**config.mk**
```make
export PLATFORM = sky130hd
export DESIGN_NAME = baud_div_calc
export DESIGN_NICKNAME = d
export VERILOG_FILES = /design/src/rtl/baud_div_pkg.sv /design/src/rtl/baud_div_divider.sv /design/src/rtl/baud_div_dp.sv /design/src/rtl/baud_div_ctrl.sv /design/src/rtl/baud_div_calc.sv
export SDC_FILE = /design/constraint.sdc
export NUM_CORES = 1
export LEC_CHECK = 0
export CAP_MARGIN = 20
export CORE_ASPECT_RATIO = 0.9
export CORE_MARGIN = 2
export CORE_UTILIZATION = 60
export CTS_CLUSTER_SIZE = 25
export DETAILED_ROUTE_END_ITERATION = 10
export DONT_BUFFER_PORTS = 1
export GPL_TIMING_DRIVEN = 0
export PLACE_DENSITY = 0.76
export SYNTH_ARGS = -nofsm -noshare
export SYNTH_HDL_FRONTEND = slang
export SYNTH_SLANG_ARGS = --single-unit
```
**constraint.sdc**
```tcl
create_clock -name clk -period 3.3 [get_ports clk]
set_clock_uncertainty 0.2 [all_clocks]
set_input_delay 0.66 -clock clk [delete_from_list [all_inputs] [get_ports clk]]
set_output_delay 0.66 -clock clk [all_outputs]
set_load 0.05 [all_outputs]
```
**src/rtl/baud_div_pkg.sv**
```systemverilog
package baud_div_pkg;

  localparam int F_W = 12;   // widest F value (2048)
  localparam int D_W = 11;   // widest scaled D value (1024)
  localparam int SCALE_SH = 6; // D is held times 64

  typedef enum logic [2:0] {
    ERR_OK    = 3'd0,
    ERR_INDEX = 3'd1,
    ERR_FRAC  = 3'd2,
    ERR_NODIV = 3'd3,
    ERR_RANGE = 3'd4
  } calcErr_t;

  typedef enum logic [1:0] {
    ST_IDLE,
    ST_RATIO,
    ST_BY12,
    ST_BY8
  } calcState_t;

  // strobes from control to datapath
  typedef struct packed {
    logic loadRatio;
    logic loadBy12;
    logic loadBy8;
    logic commit12;
    logic commit8;
  } ctrlStrobe_t;

  // status from datapath to control
  typedef struct packed {
    logic idxBad;
    logic divDone;
    logic remZero;
    logic quotHigh;
  } dpStatus_t;

  // {valid, F}
  function automatic logic [F_W:0] fEntry(input logic [3:0] idx);
    case (idx)
      4'd1:    return {1'b1, 12'd372};
      4'd2:    return {1'b1, 12'd558};
      4'd3:    return {1'b1, 12'd744};
      4'd4:    return {1'b1, 12'd1116};
      4'd5:    return {1'b1, 12'd1488};
      4'd6:    return {1'b1, 12'd1860};
      4'd9:    return {1'b1, 12'd512};
      4'd10:   return {1'b1, 12'd768};
      4'd11:   return {1'b1, 12'd1024};
      4'd12:   return {1'b1, 12'd1536};
      4'd13:   return {1'b1, 12'd2048};
      default: return '0;
    endcase
  endfunction

  // {valid, 64*D}
  function automatic logic [D_W:0] dEntry(input logic [3:0] idx);
    case (idx)
      4'd1:    return {1'b1, 11'd64};
      4'd2:    return {1'b1, 11'd128};
      4'd3:    return {1'b1, 11'd256};
      4'd4:    return {1'b1, 11'd512};
      4'd5:    return {1'b1, 11'd1024};
      4'd10:   return {1'b1, 11'd32};
      4'd11:   return {1'b1, 11'd16};
      4'd12:   return {1'b1, 11'd8};
      4'd13:   return {1'b1, 11'd4};
      4'd14:   return {1'b1, 11'd2};
      4'd15:   return {1'b1, 11'd1};
      default: return '0;
    endcase
  endfunction

endpackage

```
**src/rtl/baud_div_divider.sv**
```systemverilog
module baud_div_divider #(
  parameter int NUM_W = 18,
  parameter int DEN_W = 11
) (
  input  logic             clk,
  input  logic             rstN,
  input  logic             startDiv,
  input  logic [NUM_W-1:0] num,
  input  logic [DEN_W-1:0] den,
  output logic             divDone,
  output logic [NUM_W-1:0] quot,
  output logic [DEN_W-1:0] rem
);
  localparam int CNT_W = $clog2(NUM_W + 1);
  localparam logic [CNT_W-1:0] LAST = CNT_W'(NUM_W - 1);

  logic [NUM_W-1:0] qR;
  logic [DEN_W-1:0] remR;
  logic [DEN_W-1:0] denR;
  logic [CNT_W-1:0] cnt;
  logic             busyR;
  logic             doneR;
  logic [DEN_W:0]   shifted;
  logic [DEN_W:0]   diff;
  logic             ge;

  always_comb begin
    shifted = {remR, qR[NUM_W-1]};
    ge      = shifted >= {1'b0, denR};
    diff    = shifted - {1'b0, denR};
  end

  always_ff @(posedge clk or negedge rstN) begin
    if (!rstN) begin
      qR    <= '0;
      remR  <= '0;
      denR  <= '0;
      cnt   <= '0;
      busyR <= 1'b0;
      doneR <= 1'b0;
    end else begin
      doneR <= 1'b0;
      if (startDiv) begin
        qR    <= num;
        remR  <= '0;
        denR  <= den;
        cnt   <= '0;
        busyR <= 1'b1;
      end else if (busyR) begin
        remR <= DEN_W'(ge ? diff : shifted);
        qR   <= {qR[NUM_W-2:0], ge};
        cnt  <= cnt + 1'b1;
        if (cnt == LAST) begin
          busyR <= 1'b0;
          doneR <= 1'b1;
        end
      end
    end
  end

  assign divDone = doneR;
  assign quot    = qR;
  assign rem     = remR;
endmodule

```
**src/rtl/baud_div_dp.sv**
```systemverilog
module baud_div_dp
  import baud_div_pkg::*;
#(
  parameter int IDX_W = 4,
  parameter int DIV_W = 8
) (
  input  logic             clk,
  input  logic             rstN,
  input  logic [IDX_W-1:0] fIdx,
  input  logic [IDX_W-1:0] dIdx,
  input  ctrlStrobe_t      strobe,
  output dpStatus_t        status,
  output logic [DIV_W-1:0] divisor,
  output logic             sample12
);
  localparam int NUM_W = F_W + SCALE_SH;
  localparam logic [DIV_W-1:0] RST_DIV = DIV_W'(31);

  logic [F_W:0]       fEnt;
  logic [D_W:0]       dEnt;
  logic [NUM_W-1:0]   ratioR;
  logic [NUM_W-1:0]   numSel;
  logic [D_W-1:0]     denSel;
  logic               divStart;
  logic               divDone;
  logic [NUM_W-1:0]   quot;
  logic [D_W-1:0]     rem;
  logic [DIV_W-1:0]   divisorR;
  logic               sample12R;

  always_comb begin
    fEnt = fEntry(4'(fIdx));
    dEnt = dEntry(4'(dIdx));
  end

  // operand select for the shared divider
  always_comb begin
    divStart = strobe.loadRatio | strobe.loadBy12 | strobe.loadBy8;
    numSel   = ratioR;
    denSel   = D_W'(8);
    if (strobe.loadRatio) begin
      numSel = {fEnt[F_W-1:0], {SCALE_SH{1'b0}}};
      denSel = dEnt[D_W-1:0];
    end else if (strobe.loadBy12) begin
      numSel = quot;
      denSel = D_W'(12);
    end
  end

  baud_div_divider #(.NUM_W(NUM_W), .DEN_W(D_W)) i_div (
    .clk     (clk),
    .rstN    (rstN),
    .startDiv(divStart),
    .num     (numSel),
    .den     (denSel),
    .divDone (divDone),
    .quot    (quot),
    .rem     (rem)
  );

  always_ff @(posedge clk or negedge rstN) begin
    if (!rstN) begin
      ratioR    <= '0;
      divisorR  <= RST_DIV;
      sample12R <= 1'b1;
    end else begin
      if (strobe.loadBy12) ratioR <= quot;
      if (strobe.commit12) begin
        divisorR  <= quot[DIV_W-1:0];
        sample12R <= 1'b1;
      end else if (strobe.commit8) begin
        divisorR  <= quot[DIV_W-1:0];
        sample12R <= 1'b0;
      end
    end
  end

  always_comb begin
    status.idxBad   = ~fEnt[F_W] | ~dEnt[D_W];
    status.divDone  = divDone;
    status.remZero  = (rem == '0);
    status.quotHigh = |quot[NUM_W-1:DIV_W];
  end

  assign divisor  = divisorR;
  assign sample12 = sample12R;
endmodule

```
**src/rtl/baud_div_ctrl.sv**
```systemverilog
module baud_div_ctrl
  import baud_div_pkg::*;
(
  input  logic        clk,
  input  logic        rstN,
  input  logic        start,
  input  dpStatus_t   status,
  output ctrlStrobe_t strobe,
  output logic        busy,
  output logic        done,
  output logic [2:0]  errCode
);
  calcState_t state, nextState;
  calcErr_t   errR, errNext;
  logic       doneR, setDone;

  always_comb begin
    nextState = state;
    strobe    = '0;
    setDone   = 1'b0;
    errNext   = errR;
    case (state)
      ST_IDLE: begin
        if (start) begin
          if (status.idxBad) begin
            setDone = 1'b1;
            errNext = ERR_INDEX;
          end else begin
            strobe.loadRatio = 1'b1;
            nextState        = ST_RATIO;
          end
        end
      end
      ST_RATIO: begin
        if (status.divDone) begin
          if (!status.remZero) begin
            setDone   = 1'b1;
            errNext   = ERR_FRAC;
            nextState = ST_IDLE;
          end else begin
            strobe.loadBy12 = 1'b1;
            nextState       = ST_BY12;
          end
        end
      end
      ST_BY12: begin
        if (status.divDone) begin
          if (status.remZero) begin
            setDone   = 1'b1;
            nextState = ST_IDLE;
            if (status.quotHigh) errNext = ERR_RANGE;
            else begin
              errNext         = ERR_OK;
              strobe.commit12 = 1'b1;
            end
          end else begin
            strobe.loadBy8 = 1'b1;
            nextState      = ST_BY8;
          end
        end
      end
      ST_BY8: begin
        if (status.divDone) begin
          setDone   = 1'b1;
          nextState = ST_IDLE;
          if (!status.remZero) errNext = ERR_NODIV;
          else if (status.quotHigh) errNext = ERR_RANGE;
          else begin
            errNext        = ERR_OK;
            strobe.commit8 = 1'b1;
          end
        end
      end
      default: nextState = ST_IDLE;
    endcase
  end

  always_ff @(posedge clk or negedge rstN) begin
    if (!rstN) begin
      state <= ST_IDLE;
      errR  <= ERR_OK;
      doneR <= 1'b0;
    end else begin
      state <= nextState;
      doneR <= setDone;
      if (setDone) errR <= errNext;
    end
  end

  assign busy    = (state != ST_IDLE);
  assign done    = doneR;
  assign errCode = errR;
endmodule

```
**src/rtl/baud_div_calc.sv**
```systemverilog
module baud_div_calc
  import baud_div_pkg::*;
#(
  parameter int IDX_W = 4,
  parameter int DIV_W = 8
) (
  input  logic             clk,
  input  logic             rstN,
  input  logic             start,
  input  logic [IDX_W-1:0] fIdx,
  input  logic [IDX_W-1:0] dIdx,
  output logic [DIV_W-1:0] divisor,
  output logic             sample12,
  output logic             done,
  output logic [2:0]       errCode
);
  ctrlStrobe_t strobe;
  dpStatus_t   status;
  logic        ctrlBusy;
  logic        idxBad;

  baud_div_ctrl i_ctrl (
    .clk    (clk),
    .rstN   (rstN),
    .start  (start),
    .status (status),
    .strobe (strobe),
    .busy   (ctrlBusy),
    .done   (done),
    .errCode(errCode)
  );

  baud_div_dp #(.IDX_W(IDX_W), .DIV_W(DIV_W)) i_dp (
    .clk     (clk),
    .rstN    (rstN),
    .fIdx    (fIdx),
    .dIdx    (dIdx),
    .strobe  (strobe),
    .status  (status),
    .divisor (divisor),
    .sample12(sample12)
  );

  assign idxBad = status.idxBad;
endmodule

```
======== Word-level counts from Yosys, hierarchy flattened ========
Memories as Yosys holds them, arrays and structs flattened.
Cells that the tools add are included.
word-level totals
  bits in read-only memories .............. 384
  flip-flop bits (word level) ............. 80
  output and inout port bits .............. 13
  word-level logic and storage cells ...... 98
  memories ................................ 2
memories
  name              depth  bits a word  read ports  clocked after Yosys merged registers in  write ports  RTL line            text
  (name not given)  16     12           1           0                                        0            baud_div_pkg.sv:41  case (idx)
  (name not given)  16     12           1           0                                        0            baud_div_pkg.sv:59  case (idx)
operators by class
  bitwise logic cells ..................... 5
  reduce and logical (&&, ||, !) cells .... 7
  order comparisons ....................... 1
  add/subtract/negate cells ............... 2
  muxes and demuxes ....................... 57
  eq/ne operators ......................... 12
operator list
  kind                                                   count
  two-way mux 18 bit                                     4
  two-way mux 11 bit                                     4
  two-way mux 3 bit                                      10
  two-way mux 1 bit                                      23
  two-way mux 2 bit                                      9
  two-way mux 8 bit                                      2
  greater-or-equal comparator 12 x 11 -> 1 bit           1
  one-hot mux 3 bit (4 select lines)                     1
  zero test 11 bit                                       1
  subtractor 11 bit                                      1
  two-way mux 5 bit                                      2
  OR reduction 10 bit                                    1
  inequality test 2 x 1 -> 1 bit, second input constant  4
  inequality test 2 bit, second input constant           4
  one-hot mux 2 bit (4 select lines)                     1
  AND reduction 8 bit                                    1
  adder 5 x 1 -> 5 bit, second input constant            1
  == test 5 bit, second input constant                   1
  AND reduction 5 bit                                    1
  == test 2 bit, second input constant                   2
  one-hot mux 1 bit (4 select lines)                     1
  nonzero test 2 bit                                     2
  OR 1 bit                                               3
  == test 2 x 1 -> 1 bit, second input constant          1
  2 further kinds                                        3

======== Longest topological paths before layout ========
Gate-level depths: netlist (run 1).
An unclocked memory read counts as a cell.
  depth in word-level cells ............... 9
  depth in mapped cells ................... 10
  depth with buffers taken out ............ 9

======== Cells and area by module ========
A second synthesis (run 1) with hierarchy kept.
unflattened totals
  cells, all modules ...................... 477
  area, all modules ....................... 4670.7 µm²
by module, submodules not included
  module            sequential area each (µm²)  area each (µm²)  times used  cells an instance
  baud_div_divider  1176.1                      2685.1           1           280
  baud_div_dp       683.2                       1659.1           1           162
  baud_div_ctrl     150.1                       326.6            1           35

======== Worst setup path before layout (run 1) ========
No wires, ideal clock.
  path kind ............................... register to register
  start point ............................. register i_dp.i_div.qR[17], in the netlist i_dp.i_div.quot[17]
  end point ............................... register i_dp.i_div.remR[1], in the netlist i_dp.i_div.rem[1]
  cell stages (with the launch flop) ...... 11
  arrival time ............................ 2.291 ns
  data required time ...................... 3.013 ns
  setup slack ............................. 0.722 ns
  path buffers ............................ 1
  setup time .............................. 0.087 ns
  path through ............................ dfrtp_1 -> inv_1 -> ha_1 -> fa_1 -> nand2b_1 -> a21oi_1 -> o41ai_2 -> a21oi_2 -> buf_6 -> mux2_4 -> a211oi_2
on the way
  longest elaborated chain between the ends .. 4
  elaborated cells between the ends (all ways) .. 5
RTL lines
  item                                                                               RTL line                                        text
  from (decl)                                                                        baud_div_divider.sv:17                          logic [NUM_W-1:0] qR;
  from (signal assigned)                                                             baud_div_divider.sv:44                          qR <= num;
  from (signal assigned)                                                             baud_div_divider.sv:51                          qR <= {qR[NUM_W-2:0], ge};
  subtractor 11 bit or greater-or-equal comparator 12 x 11 -> 1 bit (tied branches)  baud_div_divider.sv:30, baud_div_divider.sv:29
  two-way mux 11 bit (*)                                                             baud_div_divider.sv:50                          remR <= DEN_W'(ge ? diff : shifted);
  two-way mux 11 bit (*)                                                             baud_div_divider.sv:49                          end else if (busyR) begin
  two-way mux 11 bit (*)                                                             baud_div_divider.sv:43                          if (startDiv) begin
  to (signal assigned)                                                               baud_div_divider.sv:50
  to (decl)                                                                          baud_div_divider.sv:18                          logic [DEN_W-1:0] remR;
Every way passes the cells marked *; elsewhere a longest branch is shown, timed or not. The select of a mux whose other input is x is not followed.
A chain may end at the register's enable or synchronous reset.

======== Final worst setup path (run 1) ========
  start point ............................. register i_dp.i_div.qR[17], in the netlist i_dp.i_div.quot[17]
  end point ............................... register i_dp.i_div.remR[9], in the netlist i_dp.i_div.rem[9]
Same word-level chain as after synthesis.

==> reports/qor.csv, run 1 <==
stage,metric,value,unit
power_and_ir_drop,leakage,2.37,nW
global_route,grt_max_degree,81,
clock_network,clk_latency,0.37,ns
global_route,grt_overflow,0,
flow_run,maxCapViolCount,0,
timing,period_share,0.917,
global_route,antenna_found_initial,0,
outcome,status,finished clean,
worst_setup_path,crit_family,compound AO/OA/AOI/OAI gates,
clock_network,clock-root-buffer,clkbuf_8,
worst_setup_path,worstPathCellList,inv_1 -> ha_1 -> fa_1 -> nand2b_1 -> a21oi_1 -> o41ai_2 -> a211oi_1 -> o21ai_0 -> a21oi_1,
timing,final.setup.tns,0,ns
synth,syn_area_per_cell,10.8,µm²
finish,nNetsFinal,474,
finish,num_antenna_cells,0,
worst_setup_path,arrival,3.11,ns
synth,seq_area_frac_synth,0.429,
synth,yosys-top-cells-count,"74 x dfrtp_1, 39 x nor2_1, 30 x mux2i_1, 28 x nand2_1, 25 x inv_1",
routing,postRouteAntennaNets,0,
clock_network,cts_buffers,9,
floorplanning,dieArea,0.00853,mm²
worst_setup_path,crit_path_end_kind,flop,
worst_setup_path,crit_slowest_cell,a211oi_1,
clock_network,cts_resized,0,
timing,period_needed,3.03,ns
worst_hold_path,min_from,dIdx[1],
worst_setup_path,start_kind,flop,
worst_setup_path,cp.required,3.38,ns
finish,area_growth_syn_to_layout,7.43,%
worst_setup_path,r2r_slack,0.27,ns
clock_network,clockBufferDepth,2,
synth,postSynthCellCount,432,
global_route,grt_pass1_wl,16600,µm
worst_setup_path,critical_path.max_stage_delay,0.61,ns
timing,slew_viol_final,0,
placement,place_inst,528,
timing,tightest_slew,0.758,ns
power_and_ir_drop,ir_worst_vdd,0.438,mV
routing,drt_iter0_markers,273,
finish,n_fill_cell,579,
floorplanning,die_width,97.1,µm
routing,dr.pass1.iters,5,
synth,synth_top_area_cell,dfrtp_1,
worst_hold_path,hp-class,input pin to flop,
synth,ys_async_sr_fraction,1.00,
global_route,grtUsageTotal,0.248,
synth,yosysWarningCount,0,
floorplanning,initial_core_util,0.621,
worst_setup_path,critPathKind,flop to flop,
timing,grt_setup_unrepaired,no,
timing,timing.final.hold_violations,0,
synth,synth_ff_type,dfrtp_1,
synth,yosysUniqueCellTypes,65,
clock_network,cts_max_level,3,
finish,fin_cells,546,
timing,fmax,0.331,GHz
routing,via_per_inst,6.21,
worst_setup_path,r2r_start,i_dp.i_div.quot[17],
global_route,met2_usage,0.380,
placement,gp_congestion,0.899,
floorplanning,rows,30,
synth,synth_nets,461,
worst_setup_path,cp-startpoint,i_dp.i_div.quot[17],
global_route,grt_pass1_vias,3246,
synth,synth_top_area_share,0.395,
timing,setup_violations,0,
global_route,met3_usage,0.0519,
worst_setup_path,rr_endpoint,i_dp.i_div.rem[9],
power_and_ir_drop,power_density,911,mW/mm²
synth,synth.most_common_cell,dfrtp_1,
global_route,grt_use_met1,0.354,
routing,drc_errors,0,
floorplanning,die_height,87.8,µm
worst_setup_path,cpMostUsedCell,a21oi_1,
routing,vias,3393,
synth,netlist_top_cells_area,"dfrtp_1 40%, mux2_4 6.4%, mux2i_1 6.4%, ha_1 4.5%, dfstp_2 3.4%",
routing,drt-total-wl,10300,µm
worst_setup_path,worst-path-max-fanout,4,
routing,routedWlPerCell,18.9,µm
synth,netlist_area,0.00468,mm²
timing,slew_headroom,0.495,
synth,ys_ff_latch,80,
clock_network,post_cts_buffers,0,
worst_setup_path,path_buf_inv,1,
clock_network,cts_sinks,80,
finish,drive_gt1_frac,0.213,
clock_network,cts_tree,done,
clock_network,clk_pin_slew,0.09,ns
worst_setup_path,reg2reg_depth,9,
placement,io_buffers,0,
global_route,busiest_layer,met2,
floorplanning,core-area,0.00754,mm²
placement,hpwl,7340,µm
synth,synth-edff-count,0,
worst_hold_path,hold_end,i_dp.i_div.denR[6],
worst_hold_path,worstHoldPathCells,1,
floorplanning,ios,24,
worst max-delay path by stage:
stage,slack (ns),depth (start not counted),to
after floorplan,0.72,10,i_dp.i_div.rem[1]
after CTS,0.33,9,i_dp.i_div.rem[9]
final,0.27,9,i_dp.i_div.rem[9]
after detailed placement,0.36,9,i_dp.i_div.rem[9]
after global placement,0.49,9,i_dp.i_div.rem[9]
after global routing,0.15,9,i_dp.i_div.rem[9]
cells by family after synthesis:
logic type / Yosys count / synth area share
AND/OR/NAND/NOR: 128 / 0.151
adder cells (fa/ha/maj): 18 / 0.0497
AO/OA/AOI/OAI: 87 / 0.143
flip-flops: 80 / 0.429
multiplexers: 62 / 0.159
XOR/XNOR: 9 / 0.0168
buffers and inverters: 48 / 0.0502
power breakdown:
group	total, mW	internal, mW	switching (mW)	leakage [nW]
clock network	0.694	0.287	0.408	0.0892
registers	1.64	1.27	0.367	1.01
logic	2.25	1.03	1.22	1.27
total	4.58	2.59	2.00	2.37
cell usage in the layout, fill, tap and decap left out, drive strengths merged, types with 6 or more instances in the layout:
| master | instances |
|---|---|
| dfrtp | 74 |
| nor2 | 39 |
| mux2 | 31 |
| mux2i | 30 |
| nand2 | 28 |
| inv | 27 |
| ha | 17 |
| a21oi | 17 |
| a211oi | 17 |
| buf | 17 |
| clkbuf | 16 |
| o21ai | 15 |
| nor3 | 10 |
| nand3 | 9 |
| nand3b | 7 |
| nand2b | 7 |
| nand4 | 7 |
| dfstp | 6 |
routing by layer:
layer,wire [µm],part of all wire,vias to the layer above
met3,582,0.056,12
li1,-,-,1598
met4,142,0.014,0
met5,0,0,-
met2,4620,0.45,105
met1,4980,0.48,1678
through the flow:
step                 util  total power [mW]  hold slack, ns  area, µm²  setup WS [ns]
floorplan               -              3.35           0.164       4680          0.722
global placement    0.637              3.74           0.167       4800          0.490
detailed placement  0.637              3.84           0.167       4800          0.359
CTS                 0.667              4.56           0.180       5030          0.328
global route        0.667              4.90           0.188       5030          0.145
finish              0.667              4.58           0.192       5030          0.274
cell type report:
cell class	count	area, µm²	share of cell area
inverter	25	93.8	0.0187
buffer	23	141	0.0281
clock buffer	9	124	0.0246
tap	96	120	0.0239
sequential	80	2010	0.399
multi-input combinational	304	2440	0.485
timing repair buffer	2	37.5	0.00746
clock inverter	7	66.3	0.0132
sequential cells by signal (all words and copies together), names as in the netlist:
name	flops
i_dp.i_div.rem	11
i_ctrl.done	1
i_dp.ratioR	18
i_ctrl.state	2
i_dp.i_div.cnt	5
i_dp.i_div.busyR	1
i_dp.i_div.denR	11
i_dp.sample12	1
i_ctrl.errCode	3
i_dp.i_div.divDone	1
i_dp.i_div.quot	18
i_dp.divisor	8
what timing repair did:
action                                 in CTS  in global routing
setup endpoints to repair                   0                  0
hold buffers                                2                  0
endpoints found under the hold margin      80                  0
(Power assumes the default switching activity.)
==> run 2: changes to the inputs <==
==> constraint.sdc (replaced) <==
create_clock -name clk -period 3.3 [get_ports clk]
set_clock_uncertainty 0.2 [all_clocks]
set_input_delay 0 -clock clk [delete_from_list [all_inputs] [get_ports clk]]
set_output_delay 0 -clock clk [all_outputs]
set_load 0.05 [all_outputs]
==> run 2 against run 1 <==
  * Combinational power rose by 2%
  * Clock power barely moved
  * Design area rose by 3.6%
  * Sequential share of layout area fell by 1.4 points
  * Global-route usage rose by 0.96 points
  * Largest power group unchanged
  * Via count rose by 2.4%
  * Count of clock-buffer cells in the layout did not move
  * Highest routed layer unchanged
  * Die area did not move
  * Sequential power barely moved
==> reports/qor.csv, run 2 (synthesis results as in run 1) <==
stage,metric,value,unit
timing,grt_setup_unrepaired,no,
worst_setup_path,worst-path-max-fanout,9,
routing,dr.pass1.iters,7,
floorplanning,ios,24,
routing,vias,3473,
finish,area_growth_syn_to_layout,11.3,%
clock_network,clockBufferDepth,2,
global_route,grt_overflow,0,
finish,fin_cells,562,
floorplanning,initial_core_util,0.621,
worst_setup_path,critical_path.max_stage_delay,0.62,ns
routing,drt_iter0_markers,302,
global_route,antenna_found_initial,0,
worst_setup_path,cpMostUsedCell,dlygate4sd3_1,
worst_setup_path,crit_path_end_kind,flop,
timing,fmax,0.319,GHz
finish,layout_common_cells,"74 x dfrtp_1, 38 x nor2_1, 30 x mux2i_1",
timing,slew_viol_final,0,
timing,hold-worst-slack,0.0182,ns
routing,drt-total-wl,10700,µm
global_route,grt_pass1_wl,17200,µm
worst_hold_path,hp-class,input pin to flop,
timing,timing.final.hold_violations,0,
placement,place_inst,528,
worst_setup_path,worstPathCellList,dlygate4sd3_1 -> buf_2 -> nand2b_4 -> a2bb2oi_1 -> nand2_1 -> nor2_2 -> nand3b_1 -> dlygate4sd3_1 -> o22ai_1 -> dlygate4sd3_1,
floorplanning,dieArea,0.00853,mm²
routing,routedWlPerCell,19.0,µm
global_route,grtUsageTotal,0.257,
finish,nNetsFinal,490,
timing,period_share,0.950,
clock_network,clk_latency,0.37,ns
floorplanning,die_height,87.8,µm
worst_setup_path,arrival,3.24,ns
worst_setup_path,crit_slowest_cell,dlygate4sd3_1,
routing,drc_errors,0,
placement,io_buffers,0,
flow_run,maxCapViolCount,0,
clock_network,cts_sinks,80,
finish,drive_gt1_frac,0.210,
timing,period_needed,3.13,ns
finish,final_common_cell,dfrtp_1,
routing,postRouteAntennaNets,0,
finish,n_fill_cell,564,
finish,multi_input_area,0.00244,mm²
worst_setup_path,cp.required,3.40,ns
floorplanning,core-area,0.00754,mm²
routing,via_per_inst,6.18,
placement,hpwl,7340,µm
timing,slew_headroom,0.491,
worst_setup_path,r2r_slack,0.18,ns
timing,final.setup.tns,0,ns
clock_network,clk_pin_slew,0.08,ns
placement,gp_congestion,0.899,
timing,tightest_slew,0.763,ns
worst_setup_path,start_kind,input pin,
clock_network,clock-root-buffer,clkbuf_8,
timing,setup_violations,0,
finish,num_antenna_cells,0,
global_route,grt_max_degree,56,
clock_network,cts_tree,done,
finish,seqCellArea,0.00201,mm²
worst_setup_path,critPathKind,input pin to flop,
clock_network,cts_max_level,3,
clock_network,post_cts_buffers,0,
floorplanning,die_width,97.1,µm
power_and_ir_drop,power_density,888,mW/mm²
outcome,status,finished clean,
power_and_ir_drop,ir_worst_vdd,0.461,mV
clock_network,cts_buffers,9,
floorplanning,rows,30,
global_route,grt_pass1_vias,3346,
power_and_ir_drop,leakage,2.45,nW
-- run 2: stage by stage --
stage               worst slack [ns]  power, mW   util  instance area, µm²
floorplan                      0.722       3.35      -                4680
global placement               0.490       3.74  0.637                4800
detailed placement             0.359       3.84  0.637                4800
CTS                            0.221       4.59  0.690                5210
global route                  0.0648       4.93  0.691                5210
finish                         0.167       4.63  0.691                5210
-- run 2: routing by layer --
layer | vias up | track usage | part of all wire
met5 | - | 0 | 0
met4 | 0 | 0.0909 | 0.017
met3 | 16 | 0.0511 | 0.057
met2 | 114 | 0.402 | 0.46
met1 | 1716 | 0.364 | 0.47
li1 | 1627 | - | -
-- run 2: power breakdown --
| group | switching, mW | leakage (nW) | internal [mW] |
|---|---|---|---|
| logic | 1.24 | 1.35 | 1.05 |
| registers | 0.368 | 1.01 | 1.27 |
| clock network | 0.407 | 0.0892 | 0.287 |
| total | 2.02 | 2.45 | 2.61 |
-- run 2: worst paths after layout --
kind	from	to	cells after the start
min in group asynchronous	rstN	i_dp.i_div.denR[3]	3
worst min register to register	i_dp.ratioR[0]	i_dp.ratioR[0]	2
worst max-delay path	dIdx[3]	i_dp.i_div.denR[8]	10
worst min-delay path	fIdx[0]	i_dp.i_div.quot[14]	5
max in group asynchronous	rstN	i_dp.ratioR[13]	4
worst max register to register	i_dp.i_div.rem[0]	i_dp.i_div.denR[6]	8
-- run 2: critical path, delay by kind of cell --
kind | cells | cell delay [ns]
buffers and inverters | 4 | 1.88
and+or+nand+nor | 4 | 0.80
AOI/OAI and AO/OA | 2 | 0.55
-- run 2: final cells by class --
class	count	area share
sequential	80	0.386
timing repair buffer	18	0.0413
inverter	25	0.0180
tap	96	0.0230
buffer	23	0.0271
clock inverter	7	0.0127
clock buffer	9	0.0238
multi-input combinational	304	0.468
-- run 2: timing repair --
action,in CTS,in global routing
setup endpoints to repair,0,1
hold buffers,18,0
gates resized for setup,0,1
hold endpoints to repair,105,0
